===== config.mk =====
export PLATFORM = sky130hd
export DESIGN_NAME = lwsram_cmd_seq
export DESIGN_NICKNAME = d
export VERILOG_FILES = /design/src/rtl/lwseq_pkg.sv /design/src/rtl/lwseq_pwr_gate.sv /design/src/rtl/lwseq_idle_track.sv /design/src/rtl/lwsram_cmd_seq.sv
export SDC_FILE = /design/constraint.sdc
export NUM_CORES = 1
export LEC_CHECK = 0
export ABC_AREA = 1
export BUFFER_PORTS_ARGS = -buffer_cell sky130_fd_sc_hd__buf_2
export CAP_MARGIN = 0
export CORE_MARGIN = 10
export CORE_UTILIZATION = 35
export CTS_CLUSTER_DIAMETER = 40
export DETAILED_ROUTE_END_ITERATION = 8
export PLACE_DENSITY = 0.65
export REMOVE_ABC_BUFFERS = 1
export SKIP_LAST_GASP = 1
export SYNTH_ARGS = -nofsm -noshare
export SYNTH_HDL_FRONTEND = slang
export SYNTH_SLANG_ARGS = --single-unit

===== constraint.sdc =====
create_clock -name clk -period 1.95 [get_ports clk]
set_clock_uncertainty 0.15 [all_clocks]
set_input_delay 0.2925 -clock clk [delete_from_list [all_inputs] [get_ports clk]]
set_output_delay 0.2925 -clock clk [all_outputs]
set_load 0.01 [all_outputs]

===== src/rtl/lwseq_pkg.sv =====
package lwseq_pkg;
    typedef enum logic [1:0] {
        CMD_DES = 2'b00,
        CMD_RD  = 2'b01,
        CMD_WR  = 2'b10
    } cmd_e;

    typedef enum logic [1:0] {
        OP_NONE      = 2'b00,
        OP_SLEEP_IN  = 2'b01,
        OP_SLEEP_OUT = 2'b10,
        OP_MODE      = 2'b11
    } ctl_op_e;

    typedef enum logic [2:0] {
        ST_RUN,
        ST_DRAIN,
        ST_SLEEP,
        ST_RECOV,
        ST_SETTLE
    } seq_st_e;
endpackage


===== src/rtl/lwseq_pwr_gate.sv =====
module lwseq_pwr_gate #(
    parameter int PWRUP_N = 8192
) (
    input  logic clk,
    input  logic rst_n,
    output logic pwr_done
);
    localparam int CW = $clog2(PWRUP_N + 1);
    localparam logic [CW-1:0] LIMIT = CW'(PWRUP_N);

    logic [CW-1:0] cnt_d, cnt_q;

    always_comb begin
        cnt_d    = cnt_q;
        pwr_done = (cnt_q == LIMIT);
        if (!pwr_done) cnt_d = cnt_q + 1'b1;
    end

    always_ff @(posedge clk or negedge rst_n) begin
        if (!rst_n) cnt_q <= '0;
        else        cnt_q <= cnt_d;
    end

    // once reads are allowed they stay allowed
    a_r4_done_sticky: assert property (@(posedge clk) disable iff (!rst_n)
        pwr_done |=> pwr_done);
endmodule


===== src/rtl/lwseq_idle_track.sv =====
module lwseq_idle_track
    import lwseq_pkg::*;
#(
    parameter int IW = 3
) (
    input  logic          clk,
    input  logic          rst_n,
    input  logic [1:0]    cmd,
    output logic [IW-1:0] idle_run,
    output logic          last_rd
);
    localparam logic [IW-1:0] RUN_MAX = '1;

    logic [IW-1:0] run_q;
    logic          rd_q;

    always_comb begin
        if (cmd == CMD_DES) idle_run = (run_q == RUN_MAX) ? RUN_MAX : run_q + 1'b1;
        else                idle_run = '0;
        if (cmd == CMD_RD)      last_rd = 1'b1;
        else if (cmd == CMD_WR) last_rd = 1'b0;
        else                    last_rd = rd_q;
    end

    always_ff @(posedge clk or negedge rst_n) begin
        if (!rst_n) begin
            run_q <= RUN_MAX;
            rd_q  <= 1'b0;
        end else begin
            run_q <= idle_run;
            rd_q  <= last_rd;
        end
    end

    // a read resets the quiet-cycle run seen in the next cycle
    a_r3_run_restarts: assert property (@(posedge clk) disable iff (!rst_n)
        (cmd == CMD_RD) |=> (cmd != CMD_DES) || (idle_run == IW'(1)));
endmodule


===== src/rtl/lwsram_cmd_seq.sv =====
module lwsram_cmd_seq
    import lwseq_pkg::*;
#(
    parameter int AW        = 19,
    parameter int DW        = 36,
    parameter int PRE_IDLE  = 2,
    parameter int TURN_IDLE = 1,
    parameter int SETTLE_N  = 32,
    parameter int PWRUP_N   = 8192,
    parameter int CLK_PS    = 10000,
    parameter int ZZR_PS    = 20000,
    parameter bit MODE_INIT = 1'b1
) (
    input  logic          clk,
    input  logic          rst_n,
    input  logic          req_valid,
    output logic          req_ready,
    input  logic          req_write,
    input  logic [AW-1:0] req_addr,
    input  logic [DW-1:0] req_wdata,
    input  logic          ctl_valid,
    output logic          ctl_ready,
    input  logic [1:0]    ctl_op,
    input  logic          ctl_mode,
    output logic          busy,
    output logic [1:0]    mem_cmd,
    output logic [AW-1:0] mem_addr,
    output logic [DW-1:0] mem_wdata,
    output logic          mem_wdata_en,
    output logic          mem_sleep,
    output logic          mem_mode
);
    localparam int REC_RAW  = (ZZR_PS + CLK_PS - 1) / CLK_PS;
    localparam int REC_N    = (REC_RAW < 1) ? 1 : REC_RAW;
    localparam int WAIT_MAX = (SETTLE_N > REC_N) ? SETTLE_N : REC_N;
    localparam int WW       = $clog2(WAIT_MAX + 1);
    localparam int IDLE_MAX = (PRE_IDLE > TURN_IDLE) ? PRE_IDLE : TURN_IDLE;
    localparam int IW       = $clog2(IDLE_MAX + 1) + 1;
    localparam logic [IW-1:0] PRE_L    = IW'(PRE_IDLE);
    localparam logic [IW-1:0] TURN_L   = IW'(TURN_IDLE);
    localparam logic [WW-1:0] SETTLE_L = WW'(SETTLE_N - 1);
    localparam logic [WW-1:0] REC_L    = WW'(REC_N - 1);

    typedef struct packed {
        seq_st_e       st;
        cmd_e          cmd;
        logic [AW-1:0] addr;
        logic [DW-1:0] pend;
        logic [DW-1:0] wdat;
        logic          wen;
        logic          sleep;
        logic          mode;
        logic          mode_nxt;
        logic          go_sleep;
        logic [WW-1:0] wait_c;
    } seq_s;

    seq_s          cur_q, nxt_d;
    logic [IW-1:0] idle_run;
    logic          last_rd;
    logic          pwr_done;

    lwseq_pwr_gate #(.PWRUP_N(PWRUP_N)) u_pwr (
        .clk(clk), .rst_n(rst_n), .pwr_done(pwr_done)
    );

    lwseq_idle_track #(.IW(IW)) u_idle (
        .clk(clk), .rst_n(rst_n), .cmd(cur_q.cmd),
        .idle_run(idle_run), .last_rd(last_rd)
    );

    always_comb begin
        nxt_d      = cur_q;
        nxt_d.cmd  = CMD_DES;
        nxt_d.wen  = (cur_q.cmd == CMD_WR);
        nxt_d.wdat = cur_q.pend;
        req_ready  = 1'b0;
        ctl_ready  = 1'b0;
        case (cur_q.st)
            ST_RUN: begin
                req_ready = req_write ? (!last_rd || idle_run >= TURN_L) : pwr_done;
                if (req_valid) begin
                    if (req_ready) begin
                        nxt_d.cmd  = req_write ? CMD_WR : CMD_RD;
                        nxt_d.addr = req_addr;
                        nxt_d.pend = req_wdata;
                    end
                end else begin
                    ctl_ready = (ctl_op == OP_SLEEP_IN) || (ctl_op == OP_MODE);
                    if (ctl_valid && ctl_ready) begin
                        nxt_d.st       = ST_DRAIN;
                        nxt_d.go_sleep = (ctl_op == OP_SLEEP_IN);
                        nxt_d.mode_nxt = ctl_mode;
                    end
                end
            end
            ST_DRAIN: begin
                if (idle_run >= PRE_L) begin
                    if (cur_q.go_sleep) begin
                        nxt_d.sleep = 1'b1;
                        nxt_d.st    = ST_SLEEP;
                    end else begin
                        nxt_d.mode   = cur_q.mode_nxt;
                        nxt_d.st     = ST_SETTLE;
                        nxt_d.wait_c = SETTLE_L;
                    end
                end
            end
            ST_SLEEP: begin
                if (!req_valid) begin
                    ctl_ready = (ctl_op == OP_SLEEP_OUT);
                    if (ctl_valid && ctl_ready) begin
                        nxt_d.sleep  = 1'b0;
                        nxt_d.st     = ST_RECOV;
                        nxt_d.wait_c = REC_L;
                    end
                end
            end
            ST_RECOV, ST_SETTLE: begin
                if (cur_q.wait_c == '0) nxt_d.st = ST_RUN;
                else                    nxt_d.wait_c = cur_q.wait_c - 1'b1;
            end
            default: nxt_d.st = ST_RUN;
        endcase
    end

    always_ff @(posedge clk or negedge rst_n) begin
        if (!rst_n) begin
            cur_q.st       <= ST_RUN;
            cur_q.cmd      <= CMD_DES;
            cur_q.addr     <= '0;
            cur_q.pend     <= '0;
            cur_q.wdat     <= '0;
            cur_q.wen      <= 1'b0;
            cur_q.sleep    <= 1'b0;
            cur_q.mode     <= MODE_INIT;
            cur_q.mode_nxt <= MODE_INIT;
            cur_q.go_sleep <= 1'b0;
            cur_q.wait_c   <= '0;
        end else begin
            cur_q <= nxt_d;
        end
    end

    assign mem_cmd      = cur_q.cmd;
    assign mem_addr     = cur_q.addr;
    assign mem_wdata    = cur_q.wdat;
    assign mem_wdata_en = cur_q.wen;
    assign mem_sleep    = cur_q.sleep;
    assign mem_mode     = cur_q.mode;
    assign busy         = (cur_q.st == ST_DRAIN) || (cur_q.st == ST_RECOV) ||
                          (cur_q.st == ST_SETTLE);

    // Window counters used only by the assertions below
    localparam int CKW = $clog2(WAIT_MAX + 2);
    localparam logic [CKW-1:0] CK_SAT = '1;
    logic [CKW-1:0] wake_cnt_q, mode_cnt_q;
    logic           mode_prev_q;
    logic           is_des;
    assign is_des = (mem_cmd == CMD_DES);

    always_ff @(posedge clk or negedge rst_n) begin
        if (!rst_n) begin
            wake_cnt_q  <= CK_SAT;
            mode_cnt_q  <= CK_SAT;
            mode_prev_q <= MODE_INIT;
        end else begin
            mode_prev_q <= mem_mode;
            if (mem_sleep)                         wake_cnt_q <= '0;
            else if (is_des && wake_cnt_q != CK_SAT) wake_cnt_q <= wake_cnt_q + 1'b1;
            if (mem_mode != mode_prev_q)           mode_cnt_q <= CKW'(is_des);
            else if (is_des && mode_cnt_q != CK_SAT) mode_cnt_q <= mode_cnt_q + 1'b1;
        end
    end

    a_r1_accept_issues: assert property (@(posedge clk) disable iff (!rst_n)
        (req_valid && req_ready) |=> !is_des);
    a_r2_data_follows: assert property (@(posedge clk) disable iff (!rst_n)
        (mem_cmd == CMD_WR) |=> mem_wdata_en);
    a_r2_data_only_after_wr: assert property (@(posedge clk) disable iff (!rst_n)
        mem_wdata_en |-> ($past(mem_cmd) == CMD_WR));
    a_r3_turnaround: assert property (@(posedge clk) disable iff (!rst_n)
        (mem_cmd == CMD_WR) |-> ($past(mem_cmd) != CMD_RD));
    generate
        if (TURN_IDLE >= 2) begin : g_turn2
            a_r3_turnaround2: assert property (@(posedge clk) disable iff (!rst_n)
                (mem_cmd == CMD_WR) |-> ($past(mem_cmd, 2) != CMD_RD));
        end
    endgenerate
    a_r4_no_early_read: assert property (@(posedge clk) disable iff (!rst_n)
        (mem_cmd == CMD_RD) |-> pwr_done);
    a_r5_sleep_drained: assert property (@(posedge clk) disable iff (!rst_n)
        $rose(mem_sleep) |-> ($past(is_des) && $past(is_des, 2)));
    a_r5_quiet_asleep: assert property (@(posedge clk) disable iff (!rst_n)
        mem_sleep |-> is_des);
    a_r6_wake_window: assert property (@(posedge clk) disable iff (!rst_n)
        !is_des |-> (wake_cnt_q >= CKW'(REC_N)));
    a_r7_mode_drained: assert property (@(posedge clk) disable iff (!rst_n)
        (mem_mode != mode_prev_q) |-> ($past(is_des) && $past(is_des, 2)));
    a_r7_mode_settle: assert property (@(posedge clk) disable iff (!rst_n)
        !is_des |-> (mode_cnt_q >= CKW'(SETTLE_N)));
    a_r8_ctl_exclusive: assert property (@(posedge clk) disable iff (!rst_n)
        (ctl_valid && ctl_ready) |-> !req_valid);
endmodule


==> results of run 1 <==
[power by group through the flow]
stage / registers [W] / logic [W] / clock network (W)
2_1_floorplan: 0.00440 / 0.00147 / 0
3_3_place_gp: 0.00423 / 0.00297 / 0
3_5_place_dp: 0.00422 / 0.00303 / 0
4_1_cts: 0.00423 / 0.00337 / 0.00314
5_1_grt: 0.00436 / 0.00387 / 0.00324
6_report: 0.00422 / 0.00342 / 0.00306
[worst min-delay path by stage]
stage / to / depth (start not counted)
final: cur_q[60] / 3
after global routing: cur_q[60] / 3
after CTS: cur_q[60] / 3
after detailed placement: mem_wdata[13] / 1
after global placement: u_idle.rd_q / 1
after floorplan: cur_q[0] / 0
[per-stage QoR]
step | worst slack, ps | instances | util [%] | cell area, um^2 | hold WS (ps)
2_1_floorplan | -1300 | 501 | - | 4890 | -153
3_3_place_gp | 62.3 | 851 | 39.0 | 5970 | 97.8
3_5_place_dp | 18.4 | 851 | 39.0 | 5970 | 100
4_1_cts | -354 | 954 | 48.4 | 7420 | 2.08
5_1_grt | -355 | 956 | 48.7 | 7460 | 13.2
6_report | -247 | 956 | 48.7 | 7460 | 19.4
[flip-flops by register name (all words and copies together) (netlist names)]
signal / cells
cur_q: 47
mem_wdata: 36
mem_addr: 19
u_pwr.cnt_q: 14
u_idle.run_q: 3
mem_cmd: 2
mem_mode: 1
mem_sleep: 1
mem_wdata_en: 1
u_idle.rd_q: 1
[repair_timing]
action,4_1_cts,5_1_grt
buffers inserted,8,2
gates resized for setup,15,14
endpoints found under the setup margin,4,65
pin swaps,6,7
cloned,5,0
endpoints found under the hold margin,96,0
hold buffers,59,0
[synthesized netlist by cell type (all sizes together)]
cell,instances
a21boi,1
a21oi,4
a41o,1
buf,80
clkbuf,1
dfrtp,120
dfstp,5
ha,5
inv,38
nand2,195
nand3,18
nand4,57
nor2,34
nor3,2
nor4,1
o21ai,7
or2,1
xnor2,7
xor2,5
[worst max-delay path: stages, from the launching register on]
cell	delay, ps
dfstp_2	550
ha_4	200
inv_2	40
nand2_2	50
nand2_2	80
nand2_4	60
nor2_4	70
nand2_2	60
nand2_1	60
nor2_1	40
buf_4	140
[routing by layer]
| layer | up-vias | routed length, um | track usage, % |
|---|---|---|---|
| met5 | - | 0 | 0 |
| met4 | 0 | 142 | 3.49 |
| met3 | 13 | 905 | 4.94 |
| met2 | 133 | 7130 | 23.3 |
| met1 | 2080 | 6380 | 17.0 |
| li1 | 2114 | - | - |
[cell families after synthesis]
kind of cell	share of synthesized area [%]
fa+ha+maj	1.14
xor+xnor	1.91
flops	57.0
buf+inv	13.7
simple gates	24.9
compound gates	1.32
[final cells by class]
cell class	count	share of cell area, %
multi-input combinational	338	22.7
tap	211	3.54
clock inverter	13	1.73
clock buffer	19	6.07
inverter	38	1.91
sequential	125	42.0
timing repair buffer	212	22.0
==> impl_metrics.toml, run 1 <==
[critical_path]
critPathLaunchType = "register"
arrival_ps = 1750
critical_path_class = "register to output pin"
r2r.worst_path.cells = 12
r2r-end = "cur_q[82]"
timing.rr.start = "u_idle.run_q[0]"
critPathMaxFanout = 2
cp.required_ps = 1510
crit_path_end_kind = "output pin"
reg2reg_setup_slack_ps = -120
crit_start = "u_idle.run_q[0]"
endpoint = "req_ready"

[grt]
grt_max_degree = 56
grt_use_total_pct = 14.0
antenna_found_initial = 0
grt_pass1_vias = 4554
grt_overflow = 0
grt_pass1_wl_mm = 24.1

[sta]
setup_ws_ps = -247
min_period_ps = 2200
rsz0062_at_grt = "yes"
setup_viol = 57
max_freq_mhz = 455
worst_slew_pin_slew_ps = 425
finalMaxSlewViolations = 0
fin_tns_setup_ps = -4850
slew_headroom_pct = 71.7
finalHoldViolations = 0
post-route-period-util_pct = 113

[power_and_ir_drop]
p_total_w = 0.0107
p_clk_share_pct = 28.6
p_int_w = 0.00696
total_leakage_power_nw = 3.95
p_switching_w = 0.00374
seq_power_share_pct = 39.5
power_density_mw_per_mm2 = 1430
combinationalPowerShare_pct = 31.9
swShare_pct = 34.9
vdd.ir_drop.worst_uv = 688

[clocking]
clkTransAtPathRegs_ps = 60
numCtsBuffers = 17
root_buffer = "clkbuf_16"
clk_latency_ps = 410
htree_num_levels = 4
cts_sinks = 125
clk_path_buf_depth = 2
cts_tree = "yes"

[final_layout]
antennaDiodeCount = 0
syn_to_final_growth_pct = 35.7
finalNetCount = 800
mostFrequentLayoutCell = "nand2_1"
final_cell_mix = "nand2_1 (184), buf_2 (123), dfrtp_1 (118)"
final-seq-area_mm2 = 0.00314
multiInputGateArea_mm2 = 0.00169
drive_above_1_share_pct = 29.4
fillerInstances = 1452

[drt]
num_vias = 4340
wirelength_mm = 14.6
avgRoutedWirePerCell_um = 15.2
vias_per_cell = 4.54
route.detailed.drc = 0
drtIter0Drc = 170
drt-pass1-iter-count = 4
ant_nets = 0

[yosys]
ys_warn_count = 0
yosysUniqueCellTypes = 26
yosysTopAreaCell = "dfrtp_1"
netlist.area_leader.share_pct = 54.6
ys_ff_latch = 125
synth-seq-area-share_pct = 57.0
postSynthCellCount = 582
synthTopCellsByArea = "dfrtp_1 (55%), nand2_1 (13%), buf_4 (9.8%)"
syn_avg_cell_area_um2 = 9.45
syn_area_mm2 = 0.00550

[worst_hold_path]
worstHoldStart = "req_wdata[13]"
min_path_type = "input pin to register"

[floorplan]
ios = 126
die-area_mm2 = 0.0211
core_region_area_mm2 = 0.0153
die_x_um = 145
fp.dieH_um = 145
rows = 45
start_util_pct = 35.9

[run]
max_cap_viol_count = 0

[outcome]
status = "complete, but fails checks"
violations = "setup timing"

[placed_design]
place_congestion = 0.792
io_buffers = 125
post-dp-hpwl_mm = 8.59
(Power assumes the default switching activity.)
==> run 2: changes to the inputs <==
- SYNTH_HIERARCHICAL: unset -> 1
==> impl_metrics.toml, run 2 <==
[outcome]
status = "complete, but fails checks"
violations = "setup timing"

[sta]
min_period_ps = 2300
slew_headroom_pct = 72.9
fin_tns_setup_ps = -18230
setup_viol = 67
holdWs_ps = 166
post-route-period-util_pct = 118
finalMaxSlewViolations = 0
finalHoldViolations = 0
worst_slew_pin_slew_ps = 406
setup_ws_ps = -348
max_freq_mhz = 435
rsz0062_at_grt = "yes"

[placed_design]
post-dp-hpwl_mm = 9.18
place_ws_ps = -134
io_buffers = 125
place_congestion = 0.808

[clocking]
htree_num_levels = 4
root_buffer = "clkbuf_16"
clk_latency_ps = 410
cts_sinks = 125
clkTransAtPathRegs_ps = 50
cts_tree = "yes"
clk_path_buf_depth = 2
numCtsBuffers = 17

[final_layout]
final_cell_mix = "nand2_1 (160), buf_2 (124), dfrtp_1 (117)"
top_register = "cur_q"
drive_above_1_share_pct = 43.4
fin_util_pct = 52.8
syn_to_final_growth_pct = 47.8
finalNetCount = 855
antennaDiodeCount = 0
mostFrequentLayoutCell = "nand2_1"
fillerInstances = 1385
largest_reg_flops = 47

[yosys]
synth-xor-area-share_pct = 1.36
synth_compound_area_share_pct = 1.30
syn_avg_cell_area_um2 = 9.51
synthSimpleGateAreaFrac_pct = 28.2
yosysTopAreaCell = "dfrtp_1"
synthTopCellsByArea = "dfrtp_1 (53%), nand2_1 (13%), buf_4 (7.6%)"
ys_warn_count = 6
synth_top_family_by_area = "simple AND/OR/NAND/NOR gates"
synthMuxAreaShare_pct = 0
ys_top_cells_by_count = "nand2_1 (197), dfrtp_1 (120), nand3_1 (62), buf_4 (58), nor2_1 (37)"
synth-seq-area-share_pct = 55.0
synth.most_common_cell = "nand2_1"
ys_ff_latch = 125
synth-async-reset-ratio_pct = 100
postSynthCellCount = 599
synth_fa_ha_area_share_pct = 1.10
netlist.area_leader.share_pct = 52.7
synth-edff-count = 0
yosysUniqueCellTypes = 32
syn_area_mm2 = 0.00570
ys.flop_type = "dfrtp_1"

[drt]
vias_per_cell = 4.48
avgRoutedWirePerCell_um = 15.3
drtIter0Drc = 157
met2_length_mm = 7.90
top_layer_used = "met4"
num_vias = 4530
ant_nets = 0
wirelength_mm = 15.5
wl_met1_mm = 6.49
drt-pass1-iter-count = 4
route.detailed.drc = 0
dr_wl_met3_um = 896

[critical_path]
worst_path_max_delay_cell = "dfstp_2"
crit_path_end_kind = "register"
critPathBufInv = 6
arrival_ps = 2440
critPathLaunchType = "register"
critPathMaxFanout = 6
critical_path_class = "register to register"
critPathMostFrequentCell = "nand2_1"
critPathTopFamily = "simple AND/OR/NAND/NOR gates"
crit_path_cell_trace = "ha_4 > inv_2 > nand2_1 > nand2_1 > inv_2 > nor2_4 > buf_4 > buf_6 > a31oi_4 > nand2_4 > nand2_8 > buf_12 > buf_8 > nand2_1 > nand2_1"
cpPeakStageDelay_ps = 550
cp.required_ps = 2090

[floorplan]
die-area_mm2 = 0.0218
fp.dieH_um = 148
ios = 126
rows = 46
die_x_um = 148
start_util_pct = 35.7
core_region_area_mm2 = 0.0159

[run]
max_cap_viol_count = 0

[power_and_ir_drop]
total_leakage_power_nw = 4.30
power_density_mw_per_mm2 = 1430
vdd.ir_drop.worst_uv = 1030

[grt]
grt_pass1_vias = 4827
grt_max_degree = 52
grt_overflow = 0
grt_use_total_pct = 14.5
antenna_found_initial = 0
grt_pass1_wl_mm = 25.1

[worst_hold_path]
min_path_type = "input pin to register"
run 2: cell count changes after synthesis, moves of 2 or more:
cell,before,now
buf_2,4,2
buf_4,72,58
buf_6,4,16
inv_1,38,30
nand2_1,191,197
nand3_1,17,62
nand3_2,1,20
nand3b_1,0,2
nand4_1,57,6
nor2_1,30,37
nor2_4,1,4
nor3_1,2,0
xnor2_1,7,5
xor2_1,5,2
run 2: worst min-delay path: stages:
cell and delay [ps]:
buf_2 110, nand3_1 90, or2_2 140, o21ai_0 70
run 2: path summary, 6_finish.rpt:
| check | startpoint | end | slack [ps] | depth (start not counted) |
|---|---|---|---|---|
| max in group asynchronous | rst_n | u_idle/run_q[1] | 800 | 3 |
| min in group asynchronous | rst_n | cur_q[6] | 210 | 2 |
| hold reg to reg | cur_q[77] | mem_wdata[30] | 220 | 0 |
| setup / recovery | u_idle/run_q[0] | mem_addr[15] | -350 | 15 |
| setup reg to reg | u_idle/run_q[0] | mem_addr[15] | -350 | 15 |
| hold / removal | ctl_valid | cur_q[7] | 170 | 4 |
run 2: stage by stage:
stage | total power, W | cells | area, um^2
5_1_grt | 0.0128 | 1011 | 8420
6_report | 0.0121 | 1011 | 8420
3_3_place_gp | 0.00758 | 894 | 6290
3_5_place_dp | 0.00765 | 894 | 6290
2_1_floorplan | 0.00607 | 522 | 5070
4_1_cts | 0.0118 | 1005 | 8270
run 2: cell type report:
type | count | area, um^2 | share of cell area, %
multi-input cells | 368 | 2190 | 26.0
repair buffers | 245 | 2140 | 25.4
well taps | 216 | 270 | 3.21
clock buffers | 21 | 480 | 5.71
flip-flops and latches | 125 | 3140 | 37.3
clock inverters | 6 | 88.8 | 1.06
inverters | 30 | 115 | 1.37
run 2: metal layers:
metal / global-route usage [%] / vias to the layer above
met4: 4.26 / 0
met3: 5.28 / 12
met2: 25.1 / 110
met5: 0 / -
met1: 16.5 / 2192
li1: - / 2216
run 2: report_power, final:
part | internal, W | switching [W] | total (W)
Sequential | 0.00372 | 0.000651 | 0.00437
Clock | 0.00198 | 0.00108 | 0.00306
Combinational | 0.00222 | 0.00240 | 0.00462
run 2: timing repair:
item | in CTS | in global routing
setup endpoints to repair | 66 | 71
buffers inserted | 17 | 8
cloned | 13 | 0
hold endpoints to repair | 91 | 0
hold buffers | 58 | 0
resized for setup | 98 | 33
pin swaps | 42 | 15
run 2: logic make-up (layout without fill, tap and decap cells):
family / Yosys count / after routing
AND/OR/NAND/NOR: 341 / 342
XOR/XNOR: 8 / 8
adder cells (fa/ha/maj): 5 / 5
buffers and inverters: 107 / 302
AO/OA/AOI/OAI: 13 / 13
flip-flops: 125 / 125
==> run 3: changes to the inputs <==
- PLACE_DENSITY: 0.65 -> 0.59
==> impl_metrics.toml, run 3 (synthesized netlist as in run 2, its figures left out) <==
[outcome]
status = "complete, but fails checks"
violations = "setup timing"

[placed_design]
placed_area_mm2 = 0.00622
place_ws_ps = -143
place_congestion = 0.798
post-dp-hpwl_mm = 8.86
io_buffers = 125

[sta]
worst_slew_pin_slew_ps = 734
finalMaxSlewViolations = 0
setup_ws_ps = -419
holdWs_ps = 72.6
finalHoldViolations = 0
min_period_ps = 2370
post-route-period-util_pct = 121
max_freq_mhz = 422
fin_tns_setup_ps = -18290
slew_headroom_pct = 51.0
rsz0062_at_grt = "yes"
setup_viol = 67

[critical_path]
cp.required_ps = 1510
critPathMaxFanout = 2
endpoint = "req_ready"
critPathLaunchType = "register"
arrival_ps = 1930
crit_path_end_kind = "output pin"
r2r-end = "cur_q[75]"
r2r.worst_path.cells = 16
critical_path_class = "register to output pin"
reg2reg_setup_slack_ps = -360
crit_start = "u_idle/run_q[1]"
timing.rr.start = "u_idle/run_q[1]"

[final_layout]
top_register = "cur_q"
drive_above_1_share_pct = 45.2
mostFrequentLayoutCell = "nand2_1"
final_cell_mix = "nand2_1 (156), buf_2 (124), dfrtp_1 (117)"
finalNetCount = 854
antennaDiodeCount = 0
syn_to_final_growth_pct = 48.2
largest_reg_flops = 47
postLayoutCellArea_mm2 = 0.00844

[floorplan]
die_x_um = 148
fp.dieH_um = 148
die-area_mm2 = 0.0218
rows = 46
ios = 126
start_util_pct = 35.7
core_region_area_mm2 = 0.0159

[clocking]
root_buffer = "clkbuf_16"
cts_tree = "yes"
numCtsBuffers = 17
clkTransAtPathRegs_ps = 60
clk_latency_ps = 420
clk_path_buf_depth = 2
htree_num_levels = 4
cts_sinks = 125

[power_and_ir_drop]
power_density_mw_per_mm2 = 1450
vdd.ir_drop.worst_uv = 685
total_leakage_power_nw = 4.31
p_total_w = 0.0123

[drt]
avgRoutedWirePerCell_um = 15.7
route.detailed.drc = 0
drtIter0Drc = 215
wirelength_mm = 15.9
ant_nets = 0
vias_per_cell = 4.59
drt-pass1-iter-count = 5
num_vias = 4656

[grt]
busiest_layer = "met2"
grt_use_total_pct = 14.3
antenna_found_initial = 0
grt_max_degree = 125
gr-usage-met1_pct = 16.4
grt_use_met3_pct = 5.59
grt_pass1_vias = 4966
grt_overflow = 0
grt_pass1_wl_mm = 25.0
grtUsageMet2_pct = 23.9

[worst_hold_path]
min_path_type = "input pin to asynchronous set/reset pin"

[run]
max_cap_viol_count = 0
[run 3: what timing repair did]
item	4_1_cts	5_1_grt
resized for setup	71	64
hold buffers	58	0
pin swaps	72	41
hold endpoints to repair	177	0
setup endpoints to repair	63	69
setup buffers	23	10
cloned	9	8
[run 3: power by group]
group          total (W)  internal (W)  leakage (nW)  switching [W]
combinational    0.00477       0.00231          2.48        0.00246
clock            0.00310       0.00192         0.276        0.00118
sequential       0.00438       0.00372          1.56       0.000661
total             0.0123       0.00795          4.31        0.00430
[run 3: worst min-delay path by stage]
| stage | startpoint | end | slack [ps] | cells past startpoint |
|---|---|---|---|---|
| floorplan | rst_n | cur_q[0] | -150 | 0 |
| global placement | rst_n | mem_wdata_en | -60 | 1 |
| detailed placement | rst_n | mem_wdata_en | -60 | 1 |
| CTS | rst_n | mem_wdata_en | 50 | 2 |
| global route | rst_n | mem_wdata_en | 60 | 2 |
| finish | rst_n | mem_wdata_en | 70 | 2 |
[run 3: worst max-delay path, stage by stage (launching register included)]
cell     delay, ps
dfstp_2        550
ha_4           200
inv_2           40
nand2_1         40
nand2_1         60
inv_2           50
nor2_4          90
buf_6          100
nand4_1         70
o21ai_1        110
nor2_1          70
buf_2          140
[run 3: final cells by class]
class                           count  area [um^2]
Tap cell                          216          270
Fill cell                        1392         7500
Sequential cell                   125         3140
Inverter                           30          115
Clock buffer                       19          443
Timing Repair Buffer              244         2040
Clock inverter                     12          140
Multi-Input combinational cell    368         2290
[run 3: per-stage QoR]
stage	util, %	std cells
3_3_place_gp	39.0	886
2_1_floorplan	-	522
6_report	53.0	1014
5_1_grt	53.0	1014
4_1_cts	51.1	1006
3_5_place_dp	39.0	886
[run 3: layer usage]
metal | part of all wire [%] | up-vias
li1 | - | 2206
met1 | 43 | 2303
met2 | 50 | 131
met3 | 6.3 | 16
met4 | 1.2 | 0
met5 | 0 | -
